**config.mk**
```make
export PLATFORM = sky130hd
export DESIGN_NAME = casc_irq_ctrl
export DESIGN_NICKNAME = d
export VERILOG_FILES = /design/src/rtl/casc_irq_ctrl.sv
export SDC_FILE = /design/constraint.sdc
export NUM_CORES = 1
export LEC_CHECK = 0
export BUFFER_PORTS_ARGS = -buffer_cell sky130_fd_sc_hd__buf_2
export CELL_PAD_IN_SITES_DETAIL_PLACEMENT = 0
export CELL_PAD_IN_SITES_GLOBAL_PLACEMENT = 2
export CORE_MARGIN = 5
export CORE_UTILIZATION = 34
export DETAILED_ROUTE_END_ITERATION = 16
export PLACE_DENSITY_LB_ADDON = 0.05
export SYNTH_ARGS = -nofsm -noshare
export SYNTH_HDL_FRONTEND = slang
export SYNTH_SLANG_ARGS = --single-unit
```
**constraint.sdc**
```tcl
create_clock -name clk -period 4.5 [get_ports clk]
set_input_delay 0.9 -clock clk [delete_from_list [all_inputs] [get_ports clk]]
set_output_delay 0.9 -clock clk [all_outputs]
set_load 0.01 [all_outputs]
```
**src/rtl/casc_irq_ctrl.sv**
```systemverilog
module casc_irq_ctrl #(
  parameter int LINES  = 8,
  parameter int BASE_W = 5,
  parameter int CASC   = 2,
  parameter int LEGACY = 1
) (
  input  logic                   clk,
  input  logic                   rst_n,
  input  logic [2*LINES-1:0]     irq_req,
  input  logic                   inta,
  input  logic                   eoi_mst,
  input  logic                   eoi_slv,
  input  logic [BASE_W-1:0]      base_mst,
  input  logic [BASE_W-1:0]      base_slv,
  output logic                   int_out,
  output logic [BASE_W+$clog2(LINES)-1:0] vec_out,
  output logic                   vec_valid,
  output logic                   vec_src_slave
);
  localparam int IW = $clog2(LINES);
  localparam logic [LINES-1:0] CMASK = LINES'(1) << CASC;
  localparam logic [LINES-1:0] LMASK = LINES'(1) << LEGACY;

  function automatic logic [IW:0] first_set(input logic [LINES-1:0] v);
    first_set = '0;
    for (int i = LINES - 1; i >= 0; i--)
      if (v[i]) first_set = {1'b1, IW'(i)};
  endfunction

  logic [LINES-1:0] m_raw, m_prev, m_irr, m_isr, m_pend;
  logic [LINES-1:0] s_raw, s_prev, s_irr, s_isr;
  logic [IW-1:0]    m_p, m_s, s_p, s_s;
  logic             m_pany, m_sany, s_pany, s_sany;
  logic             m_int, s_int, m_ack, m_to_slv, s_ack;

  assign s_raw = irq_req[2*LINES-1:LINES] | (irq_req[CASC] ? LMASK : '0);
  assign m_raw = irq_req[LINES-1:0] & ~CMASK;

  assign {s_pany, s_p} = first_set(s_irr);
  assign {s_sany, s_s} = first_set(s_isr);
  assign s_int = s_pany && (!s_sany || s_p < s_s);

  assign m_pend = m_irr | (s_int ? CMASK : '0);
  assign {m_pany, m_p} = first_set(m_pend);
  assign {m_sany, m_s} = first_set(m_isr);
  assign m_int = m_pany && (!m_sany || m_p < m_s);

  assign m_ack    = inta && m_int;
  assign m_to_slv = m_ack && (m_p == IW'(CASC));
  assign s_ack    = m_to_slv && s_int;
  assign int_out  = m_int;

  always_ff @(posedge clk) begin
    if (!rst_n) begin
      m_prev <= '0; m_irr <= '0; m_isr <= '0;
      s_prev <= '0; s_irr <= '0; s_isr <= '0;
      vec_out <= '0; vec_valid <= 1'b0; vec_src_slave <= 1'b0;
    end else begin
      m_prev <= m_raw;
      s_prev <= s_raw;
      m_irr  <= (m_irr & ~((m_ack && !m_to_slv) ? LINES'(1) << m_p : '0))
                | (m_raw & ~m_prev);
      s_irr  <= (s_irr & ~(s_ack ? LINES'(1) << s_p : '0)) | (s_raw & ~s_prev);
      m_isr  <= (m_isr & ~((eoi_mst && m_sany) ? LINES'(1) << m_s : '0))
                | (m_ack ? LINES'(1) << m_p : '0);
      s_isr  <= (s_isr & ~((eoi_slv && s_sany) ? LINES'(1) << s_s : '0))
                | (s_ack ? LINES'(1) << s_p : '0);
      vec_valid <= inta;
      if (inta) begin
        vec_src_slave <= m_to_slv;
        if (m_to_slv)   vec_out <= {base_slv, s_int ? s_p : {IW{1'b1}}};
        else if (m_int) vec_out <= {base_mst, m_p};
        else            vec_out <= {base_mst, {IW{1'b1}}};
      end
    end
  end

  AST_PENDING_HELD: assert property (@(posedge clk) disable iff (!rst_n)
    !inta |=> ((~m_irr) & $past(m_irr)) == '0);
  AST_ACK_MARKS: assert property (@(posedge clk) disable iff (!rst_n)
    (inta && int_out) |=> m_isr != '0);
  AST_VEC_PULSE: assert property (@(posedge clk) disable iff (!rst_n)
    inta |=> vec_valid);
  AST_VEC_IDLE: assert property (@(posedge clk) disable iff (!rst_n)
    !inta |=> !vec_valid);
  AST_EOI_ONE: assert property (@(posedge clk) disable iff (!rst_n)
    (eoi_mst && m_isr != '0 && !inta) |=> $countones(m_isr) == $countones($past(m_isr)) - 1);
  AST_SPURIOUS: assert property (@(posedge clk) disable iff (!rst_n)
    (inta && !int_out) |=> vec_out[IW-1:0] == {IW{1'b1}});
endmodule

```
==> results of run 1 <==
## layout make-up
cell class                 count  area (sq um)
clock inverter                 4          45.0
timing repair buffer          64           378
tap                          105           131
fill                         829          4590
multi-input combinational    241          1610
sequential                    57          1140
clock buffer                  10           138
inverter                      24          90.1
## worst max-delay path: cells and delay by family (launching register included)
family	cells	cell delay [ns]
AOI/OAI and AO/OA	8	1.37
and+or+nand+nor	4	0.83
adders and majority gates	2	0.59
DFF	1	0.32
buffers and inverters	1	0.14
## routing by layer
metal  GRT usage [%]  up-vias
met5               0        -
met4            6.34        0
met3            4.01       13
met2            23.4       73
met1            23.2     1184
li1                -     1348
## synthesized netlist by cell type (all sizes together), types with 3 or more instances
library cell / instances / area share [%]
nand3: 3 / 0.53
o32ai: 3 / 0.93
nor2b: 9 / 2.0
nand2: 32 / 4.3
nor4: 6 / 1.6
a211o: 3 / 0.98
and2: 14 / 3.1
a21oi: 22 / 4.4
a221o: 5 / 1.8
inv: 24 / 3.2
o211ai: 5 / 1.3
a211oi: 5 / 1.7
o21a: 4 / 1.1
o22ai: 4 / 0.89
or3: 6 / 1.3
o21ai: 13 / 2.4
nor3b: 3 / 0.80
o31ai: 6 / 1.6
a32o: 4 / 1.4
o31a: 3 / 0.93
nor2: 34 / 4.9
or4: 4 / 1.5
dfxtp: 57 / 40
nand4: 5 / 1.1
or2: 3 / 0.67
nor3: 7 / 1.2
nand2b: 5 / 1.1
clkbuf: 8 / 1.1
ha: 4 / 1.8
o21bai: 5 / 1.3
## worst paths after layout
check,to,cells after the start
worst max-delay path,int_out,15
worst min-delay path,m_irr[1]$_SDFF_PN0_,1
worst max register to register,m_irr[7]$_SDFF_PN0_,16
worst min register to register,m_irr[1]$_SDFF_PN0_,1
## registers in the layout, indices dropped and copies added (netlist names)
register and cells:
m_irr 8, vec_src_slave 1, m_prev 7, s_isr 8, vec_valid 1, s_prev 8, s_irr 8, m_isr 8
vec_out 8
## logic make-up (layout without fill, tap and decap cells)
logic type / after synthesis / in the layout / synth area share, %
AO/OA/AOI/OAI: 101 / 101 / 26.9
flip-flops: 57 / 57 / 40.5
AND/OR/NAND/NOR: 136 / 136 / 26.0
buffers and inverters: 34 / 102 / 4.92
adder cells (fa/ha/maj): 4 / 4 / 1.77
## where the power goes
part	internal, W	switching, W	leakage [nW]	total (W)
logic	0.000222	0.000289	0.898	0.000511
clock network	0.000261	0.000198	0.0978	0.000459
registers	0.000554	0.0000390	0.472	0.000593
## metrics by stage
step / power [W] / instance area (sq um) / hold WS, ns / util, % / setup slack, ns
final: 0.00156 / 3540 / 0.408 / 43.5 / 0.00578
after global routing: 0.00167 / 3540 / 0.443 / 43.5 / -0.117
after CTS: 0.00156 / 3500 / 0.409 / 43.1 / 0.0219
after detailed placement: 0.00106 / 3240 / 0.400 / 39.9 / -0.0100
after global placement: 0.00106 / 3240 / 0.398 / 39.9 / 0.117
after floorplan: 0.000888 / 2820 / 0.393 / - / 0.183
## repair_timing
item / in CTS / in global routing
pin swaps: 9 / 12
gates resized for setup: 9 / 9
buffers inserted: 4 / 1
setup endpoints to repair: 1 / 1
==> summary.md, run 1 <==
| Metric | Value |
|---|---|
| Core ar. | `0.00813 sq mm` |
| I/O pins | `42` |
| RSZ-0062 raised after global routing | `yes` |
| Clock root cell | `clkbuf_8` |
| VDD IR-drop max | `0.164 mV` |
| Wire length on met2 | `approximately 3200 microns` |
| Pleak | `approximately 1.5 nW` |
| First-pass GRT wire length | `13100 microns` |
| CP Max Fanout | `3` |
| Post-DP HPWL | `5760 microns` |
| Post-Syn Nets | `367` |
| CTS Sinks | `between 50 and 60` |
| CP max-delay cell | `or4_4` |
| Clock Latency Late Sink | `0.33 ns` |
| Die W | `101 microns` |
| TNS Setup | `0 ns` |
| # DRC | `0` |
| Gr usage total | `16.3%` |
| Total of max-cap violations | `0` |
| Gr ovfl total | `0` |
| Initial Utilization | `34.7%` |
| Worst Path Required | `3.60 ns` |
| Critical path arrival | `around 3.6 ns` |
| WS Path Type | `reg2out` |
| Seq/Total Area, Yosys | `40.5%` |
| Final cycle utilization of the critical path | `between 90 and 100%` |
| Fin Clk Skew | `0.00741 ns` |
| Hold path startpoint | `m_prev[1]$_SDFF_PN0_` |
| Routed len/inst | `15.3 microns` |
| Final Hold Fails | `0` |
| DRT Pass-1 Iters | `4` |
| TritonCTS Buffers | `9` |
| Post-synth top flop | `dfxtp_1` |
| Final wirelength | `7750 microns` |
| Bufs on Longest Clock Path | `2` |
| Mapped Avg Cell Area | `8.49 sq um` |
| Initial antenna violation count | `0` |
| Total routed wire length on the met1 layer | `slightly below 4000 microns` |
| First-iteration detailed-routing DRC count | `about 130` |
| PD cells | `442 mW/mm^2` |
| Post-Synthesis Cell Area | `0.00282 sq mm` |
| Final Non-Filler Cells | `505` |
| Ant diodes | `0` |
| Ys async rst share | `0%` |
| Post-DRT Antenna Nets | `0` |
| EDFF count, synth | `0` |
| Commonest non-fill, non-tap cell in the layout | `dfxtp_1` |
| Vias in the first global route | `2591` |
| Routability Congestion | `0.853` |
| Met3 wire length | `roughly 470 microns` |
| Via-to-Cell Ratio | `around 5.2` |
| Yosys reg bits | `57` |
| Critical Path Sink Type | `output port` |
| Die Ht | `101 microns` |
| Highest metal used | `met4` |
| Status | `finished, final reports clean` |
| Worst-Margin Slew | `0.857 ns` |
| Hold buffer count at cts | `0` |
| Share of layout cells above drive strength 1 | `27.3%` |
| Area Growth Syn to Fin | `25.6%` |
| FMAX | `223 MHz` |
| Worst setup SP type | `flip-flop` |
| Netlist cell types | `63` |
| Slew HR | `42.8%` |
| Total Die Area | `~0.01 sq mm` |
| Port Buffers | `41` |
| Synthesized instance count | `332` |
| Fin crit period | `4.49 ns` |
| Synthesis warning total | `0` |
| Final setup fails | `0` |
| Most frequent cells in the layout | `dfxtp_1 (54), buf_2 (41), nor2_1 (30)` |
| Worst min-delay path category | `reg2reg` |
| CTS tree | `done` |
| Crit. Startpoint | `s_isr[2]$_SDFF_PN0_` |
| Crit-path max cell delay | `0.53 ns` |
| R2R Path Start | `s_isr[2]$_SDFF_PN0_` |
| Worst R2R Setup Slack | `0.44 ns` |
| FP Rows | `33` |
| H-tree depth | `3` |
| CTS clk-pin slew, worst paths | `around 0.070 ns` |
| Fin. max-slew vios | `0` |
| DR vias | `2618` |
| Cells after DPL | `486` |
| CP Cell Sequence | `or4_4 > nand2b_4 > ha_4 > nand2_4 > a211o_4 > a21oi_2 > a21oi_1 > ha_1 > o21ai_1 > a32oi_1 > o211a_1 > a31oi_2 > a211oi_2 > nor2_1 > buf_2` |
| Nets | `432` |
| Pin count of the biggest net entering global routing | `38` |
Note: power is estimated with default switching activity, not from simulation.
==> inputs of run 2 (changes only) <==
--- a/config.mk
+++ b/config.mk
@@ -8,10 +8,12 @@
 export BUFFER_PORTS_ARGS = -buffer_cell sky130_fd_sc_hd__buf_2
 export CELL_PAD_IN_SITES_DETAIL_PLACEMENT = 0
 export CELL_PAD_IN_SITES_GLOBAL_PLACEMENT = 2
+export CORE_ASPECT_RATIO = 2
 export CORE_MARGIN = 5
 export CORE_UTILIZATION = 34
 export DETAILED_ROUTE_END_ITERATION = 16
 export PLACE_DENSITY_LB_ADDON = 0.05
+export SETUP_SLACK_MARGIN = 0.15
 export SYNTH_ARGS = -nofsm -noshare
 export SYNTH_HDL_FRONTEND = slang
 export SYNTH_SLANG_ARGS = --single-unit
==> run 2 against run 1 <==
Net effect: die area up 1.1%; setup slack better by 0.13 ns; power up 18%; fmax up 3.0%; largest cell class unchanged; via count up 2.7%; register-to-register slack worse by 0.09 ns; global-route usage up 2.5 points; non-clock buffer count up 5; highest routed layer unchanged.
==> summary.md, run 2 (synthesis results as in run 1) <==
| Metric | Value |
|---|---|
| Worst Path Required | `3.60 ns (about the same)` |
| Slew HR | `45.0% (was 42.8%)` |
| WS Path Type | `reg2out (unchanged)` |
| CTS tree | `done (unchanged)` |
| CTS Sinks | `57 (unchanged)` |
| Routability Congestion | `0.829 (was 0.853)` |
| Fillers | `833 (was 829)` |
| Fin Clk Skew | `0.00702 ns (was 0.00741 ns)` |
| Sequential Area | `0.00114 sq mm (about the same)` |
| R2R Path Start | `s_isr[0]$_SDFF_PN0_ (was s_isr[2]$_SDFF_PN0_)` |
| Die W | `74.4 microns (was 101 microns)` |
| H-tree depth | `3 (unchanged)` |
| DRT Pass-1 Iters | `5 (was 4)` |
| DR vias | `2688 (was 2618)` |
| GR Util met1 | `18.3% (was 23.2%)` |
| Hold path depth | `1 (unchanged)` |
| Core Util, Final | `45.5% (was 43.5%)` |
| Hold buffer count at cts | `0 (unchanged)` |
| Initial antenna violation count | `0 (unchanged)` |
| Commonest non-fill, non-tap cell in the layout | `dfxtp_1 (unchanged)` |
| Fin. max-slew vios | `0 (unchanged)` |
| Met2 Use GR | `34.1% (was 23.4%)` |
| Worst R2R Setup Slack | `0.35 ns (was 0.44 ns)` |
| Final Hold Fails | `0 (unchanged)` |
| Post-DRT Antenna Nets | `0 (unchanged)` |
| FP Rows | `47 (was 33)` |
| Worst setup SP type | `flip-flop (unchanged)` |
| First-pass GRT wire length | `14400 microns (was 13100 microns)` |
| PD cells | `496 mW/mm^2 (was 442 mW/mm^2)` |
| WHS Endpoint | `s_irr[6]$_SDFF_PN0_ (was m_irr[1]$_SDFF_PN0_)` |
| Reg2reg end | `m_isr[5]$_SDFF_PN0_ (was m_irr[7]$_SDFF_PN0_)` |
| Via-to-Cell Ratio | `5.32 (was 5.18)` |
| Die Ht | `139 microns (was 101 microns)` |
| Total Die Area | `0.0103 sq mm (was 0.0102 sq mm)` |
| CP max-delay cell | `or4_4 (unchanged)` |
| Vias in the first global route | `2792 (was 2591)` |
| Gr usage total | `18.8% (was 16.3%)` |
| Clock root cell | `clkbuf_16 (was clkbuf_8)` |
| Clock Latency Late Sink | `0.33 ns (about the same)` |
| Initial Utilization | `34.5% (was 34.7%)` |
| Gr ovfl total | `0 (unchanged)` |
| VDD IR-drop max | `0.236 mV (was 0.164 mV)` |
| Post-DP HPWL | `7070 microns (was 5760 microns)` |
| Buffers and inverters on the worst path | `1 (unchanged)` |
| Hold path startpoint | `s_prev[6]$_SDFF_PN0_ (was m_prev[1]$_SDFF_PN0_)` |
| Port Buffers | `41 (unchanged)` |
| Critical Path Sink Type | `output port (unchanged)` |
| Bufs on Longest Clock Path | `2 (unchanged)` |
| Area Growth Syn to Fin | `31.8% (was 25.6%)` |
| Final cycle utilization of the critical path | `96.9% (was 99.9%)` |
| RSZ-0062 raised after global routing | `yes (unchanged)` |
| CP Max Fanout | `3 (unchanged)` |
| First-iteration detailed-routing DRC count | `172 (was 128)` |
| FMAX | `229 MHz (was 223 MHz)` |
| Nets | `437 (was 432)` |
| Critical path arrival | `3.46 ns (was 3.59 ns)` |
| Most frequent cells in the layout | `dfxtp_1 (56), buf_2 (41), nor2_1 (31) (was dfxtp_1 (54), buf_2 (41), nor2_1 (30))` |
| Fin crit period | `4.36 ns (was 4.49 ns)` |
| Top Family by Delay on Critical Path | `compound AO/OA/AOI/OAI gates (unchanged)` |
| Status | `finished, final reports clean (unchanged)` |
| Total of max-cap violations | `0 (unchanged)` |
| CP Cell Sequence | `or4_4 > nand2b_4 > ha_4 > nand2_2 > a211o_4 > a21oi_4 > a21oi_2 > ha_1 > o21ai_2 > a32oi_2 > o211a_1 > a31oi_1 > a211oi_2 > nor2_1 > buf_2 (was or4_4 > nand2b_4 > ha_4 > nand2_4 > a211o_4 > a21oi_2 > a21oi_1 > ha_1 > o21ai_1 > a32oi_1 > o211a_1 > a31oi_2 > a211oi_2 > nor2_1 > buf_2)` |
| Overall power | `0.00184 W (was 0.00156 W)` |
| Pleak | `1.55 nW (was 1.47 nW)` |
| Routed len/inst | `17.9 microns (was 15.3 microns)` |
| Ant diodes | `0 (unchanged)` |
| I/O pins | `42 (unchanged)` |
| CTS clk-pin slew, worst paths | `0.05 ns (was 0.07 ns)` |
| Multi-input gate area | `0.00164 sq mm (was 0.00161 sq mm)` |
| TritonCTS Buffers | `9 (unchanged)` |
| Worst min-delay path category | `reg2reg (unchanged)` |
| Crit-path max cell delay | `0.53 ns (about the same)` |
| R2R depth | `15 (was 16)` |
| Gr busiest metal | `met2 (unchanged)` |
| Core ar. | `0.00817 sq mm (was 0.00813 sq mm)` |
| Final setup fails | `0 (unchanged)` |
| # DRC | `0 (unchanged)` |
| Worst-Margin Slew | `0.824 ns (was 0.857 ns)` |
| Pin count of the biggest net entering global routing | `38 (unchanged)` |
| Final wirelength | `9020 microns (was 7750 microns)` |
| Met3 global-route usage | `4.06% (was 4.01%)` |
| Share of layout cells above drive strength 1 | `28.0% (was 27.3%)` |
==> run 2: cell count changes in the layout (fill, tap and decap cells not counted), moves of 2 or more <==
cell,before,now
dfxtp_2,3,1
clkbuf_16,0,9
clkbuf_8,10,3
clkbuf_1,0,2
clkinv_2,3,1
buf_4,23,28
dfxtp_1,54,56
==> run 2: final cells by class <==
class | instances | area share [%]
Clock buffer | 14 | 7.37
Clock inverter | 2 | 0.943
Inverter | 24 | 2.42
Multi-Input combinational cell | 241 | 44.0
Sequential cell | 57 | 30.7
Tap cell | 98 | 3.30
Timing Repair Buffer | 69 | 11.2
==> run 2: what timing repair did <==
| action | in CTS | in global routing |
|---|---|---|
| endpoints found under the setup margin | 1 | 6 |
| hold endpoints to repair | 0 | 0 |
| pin swaps | 14 | 8 |
| setup buffers | 7 | 0 |
| resized for setup | 12 | 7 |
==> run 2: worst max-delay path by stage <==
| stage | endpoint | depth (start not counted) | slack, ns | start |
|---|---|---|---|---|
| final | int_out | 15 | 0.14 | s_isr[0]$_SDFF_PN0_ |
| after global routing | int_out | 16 | -0.03 | s_isr[0]$_SDFF_PN0_ |
| after CTS | int_out | 15 | 0.11 | s_isr[0]$_SDFF_PN0_ |
| after detailed placement | int_out | 16 | 0.05 | s_isr[0]$_SDFF_PN0_ |
| after global placement | int_out | 16 | 0.17 | s_isr[3]$_SDFF_PN0_ |
| after floorplan | int_out | 16 | 0.18 | s_isr[2]$_SDFF_PN0_ |
==> run 2: where the power goes <==
group / total, W / switching, W / internal [W]
sequential: 0.000597 / 0.0000422 / 0.000555
combinational: 0.000549 / 0.000313 / 0.000236
clock: 0.000699 / 0.000226 / 0.000473
==> run 2: layer usage <==
metal  share of wire, %  up-vias
met5                  0        -
met3                2.1       26
met1                 35     1266
met2                 57       37
met4                5.3        0
li1                   -     1359
==> run 2: stage by stage <==
stage | hold WS, ns | setup TNS [ns] | instances | setup WS (ns) | area, sq um
4_1_cts | 0.405 | 0 | 505 | 0.105 | 3670
3_5_place_dp | 0.398 | 0 | 482 | 0.0478 | 3260
2_1_floorplan | 0.393 | 0 | 332 | 0.183 | 2820
3_3_place_gp | 0.397 | 0 | 482 | 0.174 | 3260
5_1_grt | 0.412 | -0.0312 | 505 | -0.0312 | 3720
6_report | 0.406 | 0 | 505 | 0.138 | 3720
==> inputs of run 3 (changes only) <==
--- a/config.mk
+++ b/config.mk
@@ -5,12 +5,14 @@
 export SDC_FILE = /design/constraint.sdc
 export NUM_CORES = 1
 export LEC_CHECK = 0
+export ABC_AREA = 1
 export BUFFER_PORTS_ARGS = -buffer_cell sky130_fd_sc_hd__buf_2
 export CELL_PAD_IN_SITES_DETAIL_PLACEMENT = 0
 export CELL_PAD_IN_SITES_GLOBAL_PLACEMENT = 2
 export CORE_ASPECT_RATIO = 2
 export CORE_MARGIN = 5
-export CORE_UTILIZATION = 34
+export CORE_UTILIZATION = 31
+export CTS_BUF_LIST = sky130_fd_sc_hd__clkbuf_16
 export DETAILED_ROUTE_END_ITERATION = 16
 export PLACE_DENSITY_LB_ADDON = 0.05
 export SETUP_SLACK_MARGIN = 0.15
==> run 3 against run 2 <==
Net effect: power decreased by 2.0%; synthesized cell count rose by 17%; highest routed layer unchanged; first-iteration DRC count fell by 41%; sequential share of layout area grew 2.0 points.
==> summary.md, run 3 <==
| Metric | Value |
|---|---|
| Share of layout cells above drive strength 1 | `24.5% (was 28.0%)` |
| Core ar. | `0.00871 sq mm (was 0.00817 sq mm)` |
| Mux share of post-synthesis cell area | `0% (unchanged)` |
| FP Rows | `48 (was 47)` |
| Port Buffers | `41 (unchanged)` |
| TritonCTS Buffers | `9 (unchanged)` |
| Combinational family with the most area after synthesis | `simple AND/OR/NAND/NOR gates (was compound AO/OA/AOI/OAI gates)` |
| DRT Pass-1 Iters | `4 (was 5)` |
| PD cells | `518 mW/mm^2 (was 496 mW/mm^2)` |
| Final setup fails | `0 (unchanged)` |
| Bufs on Longest Clock Path | `2 (unchanged)` |
| Total Die Area | `0.0110 sq mm (was 0.0103 sq mm)` |
| Multi-input gate area | `0.00135 sq mm (was 0.00164 sq mm)` |
| Worst-Margin Slew | `0.669 ns (was 0.824 ns)` |
| Synth Area in Compound Gates | `11.5% (was 26.9%)` |
| Post-route setup slack | `0.393 ns (was 0.138 ns)` |
| Mapped Avg Cell Area | `7.12 sq um (was 8.49 sq um)` |
| CTS clk-pin slew, worst paths | `0.05 ns (about the same)` |
| Nets | `474 (was 437)` |
| Pin count of the biggest net entering global routing | `35 (was 38)` |
| Total of max-cap violations | `0 (unchanged)` |
| DR vias | `2597 (was 2688)` |
| Fin crit period | `4.11 ns (was 4.36 ns)` |
| Netlist cell types | `30 (was 63)` |
| Status | `finished, final reports clean (unchanged)` |
| VDD IR-drop max | `0.234 mV (was 0.236 mV)` |
| Top Family by Delay on Critical Path | `simple AND/OR/NAND/NOR gates (was compound AO/OA/AOI/OAI gates)` |
| Initial Utilization | `31.8% (was 34.5%)` |
| Post-synth top flop | `dfxtp_1 (unchanged)` |
| Gr ovfl total | `0 (unchanged)` |
| First-pass GRT wire length | `12500 microns (was 14400 microns)` |
| Cells after DPL | `522 (was 482)` |
| WS Path Type | `reg2out (unchanged)` |
| Final cycle utilization of the critical path | `91.3% (was 96.9%)` |
| Fin. max-slew vios | `0 (unchanged)` |
| I/O pins | `42 (unchanged)` |
| Slew HR | `55.4% (was 45.0%)` |
| TNS Setup | `0 ns (unchanged)` |
| Routability Congestion | `0.777 (was 0.829)` |
| Yosys reg bits | `57 (unchanged)` |
| Fillers | `981 (was 833)` |
| Seq/Total Area, Yosys | `41.2% (was 40.5%)` |
| Post-synth top area share | `41.2% (was 40.5%)` |
| Overall power | `0.00181 W (was 0.00184 W)` |
| Critical Path Sink Type | `output port (unchanged)` |
| FMAX | `244 MHz (was 229 MHz)` |
| CP Max Fanout | `5 (was 3)` |
| Worst Path Required | `3.60 ns (about the same)` |
| Synthesized instance count | `389 (was 332)` |
| Simple-gate portion of the synthesized area | `34.1% (was 26.0%)` |
| Most frequent cells in the layout | `nand2_1 (77), inv_1 (68), dfxtp_1 (56) (was dfxtp_1 (56), buf_2 (41), nor2_1 (31))` |
| Final Hold Fails | `0 (unchanged)` |
| Synth Area in Adders | `1.81% (was 1.77%)` |
| Critical path arrival | `3.21 ns (was 3.46 ns)` |
| Most frequent cell after synthesis | `nand2_1 (was dfxtp_1)` |
| H-tree depth | `3 (unchanged)` |
| Clock root cell | `clkbuf_16 (unchanged)` |
| Post-Synth XOR/XNOR Area | `0% (unchanged)` |
| Commonest non-fill, non-tap cell in the layout | `nand2_1 (was dfxtp_1)` |
| Post-Synthesis Cell Area | `0.00277 sq mm (was 0.00282 sq mm)` |
| Final Non-Filler Cells | `544 (was 505)` |
| Final wirelength | `7760 microns (was 9020 microns)` |
| # DRC | `0 (unchanged)` |
| CTS Sinks | `57 (unchanged)` |
| Die W | `76.8 microns (was 74.4 microns)` |
| Initial antenna violation count | `0 (unchanged)` |
| Synth top cells by count | `nand2_1 (77), inv_1 (69), dfxtp_1 (57), nand3_1 (34), a21oi_1 (24) (was dfxtp_1 (57), nor2_1 (32), nand2_1 (31), inv_1 (24), a21oi_1 (20))` |
| Buffers and inverters on the worst path | `8 (was 1)` |
| Most frequent CP cell | `inv_1` |
| Worst min-delay path category | `reg2reg (unchanged)` |
| Fin Clk Skew | `0.00791 ns (was 0.00702 ns)` |
| Area Growth Syn to Fin | `25.9% (was 31.8%)` |
| Via-to-Cell Ratio | `4.77 (was 5.32)` |
| Synth area leader | `dfxtp_1 (unchanged)` |
| CP max-delay cell | `dfxtp_1 (was or4_4)` |
| Synth top area cells | `dfxtp_1 (41%), nand2_1 (10%), inv_1 (9.3%) (was dfxtp_1 (40%), nor2_1 (4.3%), nand2_1 (4.1%))` |
| Vias in the first global route | `2626 (was 2792)` |
| Worst R2R Setup Slack | `0.97 ns (was 0.35 ns)` |
| RSZ-0062 raised after global routing | `no (was yes)` |
| Crit-path max cell delay | `0.36 ns (was 0.53 ns)` |
| Routed len/inst | `14.3 microns (was 17.9 microns)` |
| Ant diodes | `0 (unchanged)` |
| First-iteration detailed-routing DRC count | `102 (was 172)` |
| Post-DRT Antenna Nets | `0 (unchanged)` |
| Gr usage total | `14.9% (was 18.8%)` |
| Ys async rst share | `0% (unchanged)` |
| Worst setup SP type | `flip-flop (unchanged)` |
| Post-DP HPWL | `5970 microns (was 7070 microns)` |
| Sequential Area | `0.00114 sq mm (unchanged)` |
| Die Ht | `144 microns (was 139 microns)` |
| Synthesis warning total | `0 (unchanged)` |
| Post-Syn Nets | `424 (was 367)` |
| Place WS | `0.376 ns (was 0.0478 ns)` |
| EDFF count, synth | `0 (unchanged)` |
| Clock Latency Late Sink | `0.33 ns (about the same)` |
| CTS tree | `done (unchanged)` |
| Pleak | `1.69 nW (was 1.55 nW)` |
==> run 3: power breakdown <==
group	internal [W]	switching, W
Clock	0.000535	0.000237
Combinational	0.000167	0.000287
Sequential	0.000550	0.0000315
Total	0.00125	0.000556
==> run 3: kinds of logic (layout without fill, tap and decap cells) <==
| logic type | after synthesis | count (layout) |
|---|---|---|
| buffers and inverters | 83 | 138 |
| and+or+nand+nor | 190 | 190 |
| DFF | 57 | 57 |
| adders and majority gates | 4 | 4 |
| AOI/OAI and AO/OA | 55 | 55 |
==> run 3: worst register-to-register path: stages, from the launching register on <==
cell and delay [ns]:
dfxtp_1 0.36, nor4_1 0.29, inv_1 0.10, nor2_1 0.14, inv_1 0.09, ha_1 0.30
nand2_1 0.05, inv_1 0.04, nand2_1 0.04, nand2_1 0.06, nand2_2 0.06, nand2_4 0.10
inv_2 0.06, nor2_4 0.11, nand3_2 0.09, nor2_2 0.12, ha_1 0.26, nand2_1 0.08
inv_1 0.05, nand2_2 0.06, nand2_2 0.08, nand2_8 0.08, buf_4 0.16, nand3_4 0.16
nor2_4 0.21, nand2_2 0.12, nand3_1 0.09, nand2_1 0.05
==> run 3: stage by stage <==
stage | area, sq um | hold WS (ns) | util [%]
finish | 3490 | 0.400 | 40.1
global route | 3490 | 0.430 | 40.1
CTS | 3420 | 0.403 | 39.3
detailed placement | 3070 | 0.396 | 35.2
global placement | 3070 | 0.399 | 35.2
floorplan | 2770 | 0.389 | -
==> run 3: worst paths after layout <==
check,cells after the start,to,start
worst max-delay path,25,int_out,s_isr[0]$_SDFF_PN0_
worst min-delay path,1,s_irr[2]$_SDFF_PN0_,s_prev[2]$_SDFF_PN0_
worst max register to register,27,s_irr[4]$_SDFF_PN0_,s_isr[0]$_SDFF_PN0_
worst min register to register,1,s_irr[2]$_SDFF_PN0_,s_prev[2]$_SDFF_PN0_
==> run 3: area by class of cell <==
type,instances,share of cell area [%]
multi-input combinational,249,38.7
sequential,57,32.7
inverter,74,7.96
timing repair buffer,48,7.39
clock buffer,9,6.46
tap,100,3.59
clock inverter,7,3.12
==> run 3: timing repair <==
action                                  in CTS  in global routing
buffers inserted                             1                  5
gates resized for setup                      3                  7
pin swaps                                    1                  3
endpoints found under the setup margin       1                  1
hold buffers                                 0                  0
==> run 3: metal layers <==
metal | wire, microns | vias up | track usage [%] | part of all wire, %
met1 | 2640 | 1191 | 13.1 | 34
met4 | 308 | 0 | 8.39 | 4.0
li1 | - | 1351 | - | -
met5 | 0 | - | 0 | 0
met3 | 215 | 19 | 3.45 | 2.8
met2 | 4600 | 36 | 29.7 | 59
